`config.mk`:
```
export PLATFORM = sky130hd
export DESIGN_NAME = loop_comp_filter
export DESIGN_NICKNAME = d
export VERILOG_FILES = /design/src/rtl/loop_comp_filter.sv
export SDC_FILE = /design/constraint.sdc
export NUM_CORES = 1
export LEC_CHECK = 0
export ABC_CLOCK_PERIOD_IN_PS = 35700
export BUFFER_PORTS_ARGS = -buffer_cell sky130_fd_sc_hd__buf_2
export CORE_MARGIN = 2
export CORE_UTILIZATION = 47
export DETAILED_ROUTE_END_ITERATION = 7
export PLACE_DENSITY = 0.7
export SYNTH_ARGS = -nofsm -noshare
export SYNTH_HDL_FRONTEND = slang
export SYNTH_SLANG_ARGS = --single-unit
```
`constraint.sdc`:
```
create_clock -name clk -period 35.7 [get_ports clk]
set_input_delay 3.57 -clock clk [delete_from_list [all_inputs] [get_ports clk]]
set_output_delay 3.57 -clock clk [all_outputs]
set_load 0.005 [all_outputs]
```
`src/rtl/loop_comp_filter.sv`:
```
module loop_comp_filter #(
  parameter int IN_W  = 8,
  parameter int CW    = 8,
  parameter int W     = 22,
  parameter int OUT_W = 9,
  parameter int DW    = 6,
  parameter int SHW   = 3,
  parameter logic [15:0] SEED = 16'hACE1
) (
  input  logic                   clk,
  input  logic                   rst_n,
  input  logic                   err_valid,
  input  logic signed [IN_W-1:0] err,
  input  logic                   cfg_load,
  input  logic signed [CW-1:0]   cfg_kp,
  input  logic signed [CW-1:0]   cfg_ki,
  input  logic signed [CW-1:0]   cfg_kd,
  input  logic [SHW-1:0]         cfg_sh1,
  input  logic [SHW-1:0]         cfg_sh2,
  input  logic [SHW-1:0]         cfg_dec,
  input  logic                   cfg_sinc,
  input  logic                   cfg_dither,
  output logic [OUT_W-1:0]       duty,
  output logic                   duty_valid
);
  localparam int CNTW = 2**SHW - 1;
  localparam int SW   = W + CNTW;
  localparam int XW   = SW + 2;
  localparam logic signed [XW-1:0] HI   = XW'(2**(W-1) - 1);
  localparam logic signed [XW-1:0] LO   = -HI - 1;
  localparam logic signed [XW-1:0] QMAX = XW'(2**OUT_W - 1);

  function automatic logic signed [W-1:0] sat(input logic signed [XW-1:0] x);
    if (x > HI) return HI[W-1:0];
    if (x < LO) return LO[W-1:0];
    return x[W-1:0];
  endfunction

  logic signed [CW-1:0]   kp, ki, kd;
  logic [SHW-1:0]         sh1, sh2, dec;
  logic                   m_sinc, m_dith;
  logic signed [IN_W-1:0] prev_e;
  logic signed [W-1:0]    integ, lp1, lp2;
  logic signed [SW-1:0]   acc;
  logic [CNTW-1:0]        cnt;
  logic [15:0]            lfsr;

  logic signed [XW-1:0] ex, acc_n, rx, q;
  logic signed [W-1:0]  integ_n, pid, lp1_n, lp2_n, savg, v;
  logic                 last;
  logic [OUT_W-1:0]     duty_n;

  assign ex      = XW'(err);
  assign integ_n = sat(XW'(integ) + XW'(ki) * ex);
  assign pid     = sat(XW'(kp) * ex + XW'(integ_n) + XW'(kd) * (ex - XW'(prev_e)));
  assign lp1_n   = sat(XW'(lp1) + ((XW'(pid) - XW'(lp1)) >>> sh1));
  assign lp2_n   = sat(XW'(lp2) + ((XW'(lp1_n) - XW'(lp2)) >>> sh2));
  assign acc_n   = XW'(acc) + XW'(pid);
  assign last    = (cnt == CNTW'((32'd1 << dec) - 32'd1));
  assign savg    = sat(acc_n >>> dec);
  assign v       = m_sinc ? savg : lp2_n;
  assign rx      = m_dith ? XW'(lfsr[DW-1:0]) : '0;
  assign q       = (XW'(v) + rx) >>> DW;
  assign duty_n  = (q < 0) ? '0 : (q > QMAX) ? QMAX[OUT_W-1:0] : q[OUT_W-1:0];

  always_ff @(posedge clk or negedge rst_n) begin
    if (!rst_n) begin
      kp <= '0; ki <= '0; kd <= '0;
      sh1 <= '0; sh2 <= '0; dec <= '0;
      m_sinc <= 1'b0; m_dith <= 1'b0;
      prev_e <= '0; integ <= '0; lp1 <= '0; lp2 <= '0;
      acc <= '0; cnt <= '0;
      lfsr <= SEED;
      duty <= '0; duty_valid <= 1'b0;
    end else begin
      duty_valid <= 1'b0;
      if (err_valid) begin
        prev_e <= err;
        integ  <= integ_n;
        lp1    <= lp1_n;
        lp2    <= lp2_n;
        lfsr   <= {lfsr[14:0], lfsr[15] ^ lfsr[13] ^ lfsr[12] ^ lfsr[10]};
        if (!m_sinc || last) begin
          duty <= duty_n;
          duty_valid <= 1'b1;
        end
        if (m_sinc && !last) begin
          acc <= acc_n[SW-1:0];
          cnt <= cnt + 1'b1;
        end else begin
          acc <= '0;
          cnt <= '0;
        end
      end
      if (cfg_load) begin
        kp <= cfg_kp; ki <= cfg_ki; kd <= cfg_kd;
        sh1 <= cfg_sh1; sh2 <= cfg_sh2; dec <= cfg_dec;
        m_sinc <= cfg_sinc; m_dith <= cfg_dither;
        acc <= '0; cnt <= '0;
      end
    end
  end
endmodule

```
==> metrics.yaml <==
place_congestion: 0.917
crit_type: "primary input to flop"
cts-resized-gates: 0
initial_core_util_pct: 47.2
cts.sinks: 171
r2r_cells: 118
hold_path.class: "flop to flop"
fin_setup_tns_ps: 0
drc_errors: 0
slowest_stage: "and2_1"
synthAdderAreaFrac_pct: 33.8
crit_path_frequent_cell: "fa_1"
r2r-start: "ki[7]$_DFFE_PN0P_"
ant_nets: 0
period_share_pct: 92.0
area.growth.synth_to_final_pct: 5.58
synth_ff_type: "dfrtp_1"
path_clk_slew_ps: 90
grt_start_max_net_pins: 111
ys_seq_area_share_pct: 15.1
synthMuxAreaShare_pct: 7.15
wl_per_cell_microns: 17.3
first_pass_iters: 5
relSlewSlack_pct: 31.9
placed_cells: 4013
synth_top_family_by_area: "adder cells"
clkLatencyLatePin_ps: 520
num_rows: 90
hold_buffers: 0
r2r-end: "duty[8]$_DFFE_PN0P_"
synth-simple-area-share_pct: 14.7
post_cts_buffers: 0
async_flop_share_pct: 100
syn_nets: 3909
drt_iter0_drc: 1780
avgSynthCellArea_sq_um: 8.65
final_area_sq_mm: 0.0299
worstPathRequired_ps: 36060
hpwl_microns: 55900
coreArea_sq_mm: 0.0600
synth-xor-area-share_pct: 5.19
die_w_microns: 250
cts_tree: "done"
drv_slew: 0
r2r_slack_ps: 5750
synth_area_leaders: "fa_1 (21%), dfrtp_1 (14%), ha_1 (13%), inv_1 (6.4%), mux2_2 (3.9%)"
synth_cells: 3277
io_buffers: 56
wl_microns: 70000
end_kind: "flop"
hold_viol: 0
grt_pass1_vias: 22300
holdPathStages: 2
antennaDiodeCount: 0
maxCapViolations: 0
arrival_ps: 33200
cpPeakStageDelay_ps: 750
setup_viol: 0
synth_compound_gate_area_share_pct: 15.9
drive_gt1_share_pct: 8.40
synthDominantCellAreaShare_pct: 21.2
synthDistinctLibCells: 94
cp-start-kind: "primary input"
rsz0062_at_grt: "false"
cp_max_fo: 23
synth_top_area_cell: "fa_1"
fp.dieH_microns: 250
avgViaCountPerCell: 5.60
period_minus_slack_ps: 32840
post-synth-top-count-cell: "inv_1"
syn_area_sq_mm: 0.0284
status: "completed"
globalRoute.totalOverflow: 0
htreeDepth: 4
dieArea_sq_mm: 0.0623
cts_root_buf: "clkbuf_16"
yosys_warnings: 0
grt_pass1_wl_microns: 116000
postPlaceCellArea_sq_mm: 0.0293
antenna_found_initial: 0
fmax_mhz: 30.5
min_from: "acc[24]$_DFFE_PN0P_"
synth_seq_cells: 171
finClkSkew_ps: 14.7
ios: 57
worst_pin_slew_ps: 1020
grt_util_all_layers_pct: 23.2
synth_commonest_cells: "inv_1 (484), fa_1 (300), nand2_1 (292)"
stdcell_count: 4045
vias: 22600
fin_nets: 3882
min_to: "acc[24]$_DFFE_PN0P_"
clk_path_buf_depth: 2
cts_made_buffers: 17
synth_edf_count: 0
==> metrics by stage <==
stage          utilization (%)  worst slack, ps  hold slack [ps]
3_5_place_dp              48.8             2890              482
6_report                  49.9             2860              504
5_1_grt                   49.9              379              526
2_1_floorplan                -             6040              456
3_3_place_gp              48.8             3710              477
4_1_cts                   49.9             3270              501
==> how the worst max path moves through the flow <==
stage | slack, ps | endpoint | cells past startpoint | start
6_report | 2860 | duty[8]$_DFFE_PN0P_ | 119 | err[0]
3_3_place_gp | 3710 | duty[8]$_DFFE_PN0P_ | 117 | err[0]
2_1_floorplan | 6040 | duty[8]$_DFFE_PN0P_ | 120 | err[0]
3_5_place_dp | 2890 | duty[8]$_DFFE_PN0P_ | 119 | err[0]
4_1_cts | 3270 | duty[8]$_DFFE_PN0P_ | 117 | err[0]
5_1_grt | 380 | duty[2]$_DFFE_PN0P_ | 116 | err[0]
==> critical path, delay by kind of cell <==
family	cells	cell delay (ps)
buf+inv	9	1030
simple gates	22	4350
mux	4	1090
xor+xnor	5	960
fa+ha+maj	19	7540
compound gates	60	14630
==> metal layers <==
metal  wire [microns]  share of wire [%]  global-route usage, %
met4             1240                1.8                   5.23
met2            32100                 46                   36.4
met1            33000                 47                   33.4
met3             3610                5.2                   3.88
met5                0                  0                      0
==> cells in the final DEF, fill, tap and decap left out, types with 16 or more instances in the layout <==
cell type  count
inv_1        484
fa_1         300
nand2_1      292
ha_1         285
nor2_1       212
a21oi_1      198
o21ai_0      177
dfrtp_1      163
and2_1       123
xnor2_1      109
mux2_2        98
nor3_1        59
xor2_1        59
mux2i_1       55
buf_2         54
a21o_1        48
nand3_1       45
a211oi_1      34
nand2b_1      31
o211ai_1      24
nor2b_1       24
a22o_1        23
o21a_1        21
buf_4         20
or3_1         19
o21bai_1      19
a31oi_1       19
o31ai_1       17
clkbuf_16     17
and3_1        16
mux4_2        16
==> cell families (layout without fill, tap and decap cells) <==
logic type               after synthesis  in the layout
flip-flops                           171            171
AND/OR/NAND/NOR                      874            874
buffers and inverters                610            596
AO/OA/AOI/OAI                        699            699
multiplexers                         170            170
adder cells (fa/ha/maj)              585            585
XOR/XNOR                             168            168
==> sequential cells by signal (all words and copies together), names as in the netlist <==
signal and cells:
acc 29, cnt 7, dec 3, duty 9, duty_valid 1, integ 22
kd 8, ki 8, kp 8, lfsr 16, lp1 22, lp2 22
m_dith 1, m_sinc 1, prev_e 8, sh1 3, sh2 3
==> final cells by class <==
| cell class | instances | area, sq um |
|---|---|---|
| Tap cell | 782 | 978 |
| Sequential cell | 171 | 4290 |
| Timing Repair Buffer | 75 | 434 |
| Clock buffer | 18 | 439 |
| Fill cell | 5696 | 30100 |
| Inverter | 489 | 1840 |
| Clock inverter | 14 | 189 |
| Multi-Input combinational cell | 2496 | 21800 |
Power is left out: the tool's default activity adds up to more than one toggle a clock period on the data nets, which glitch-free logic cannot reach.
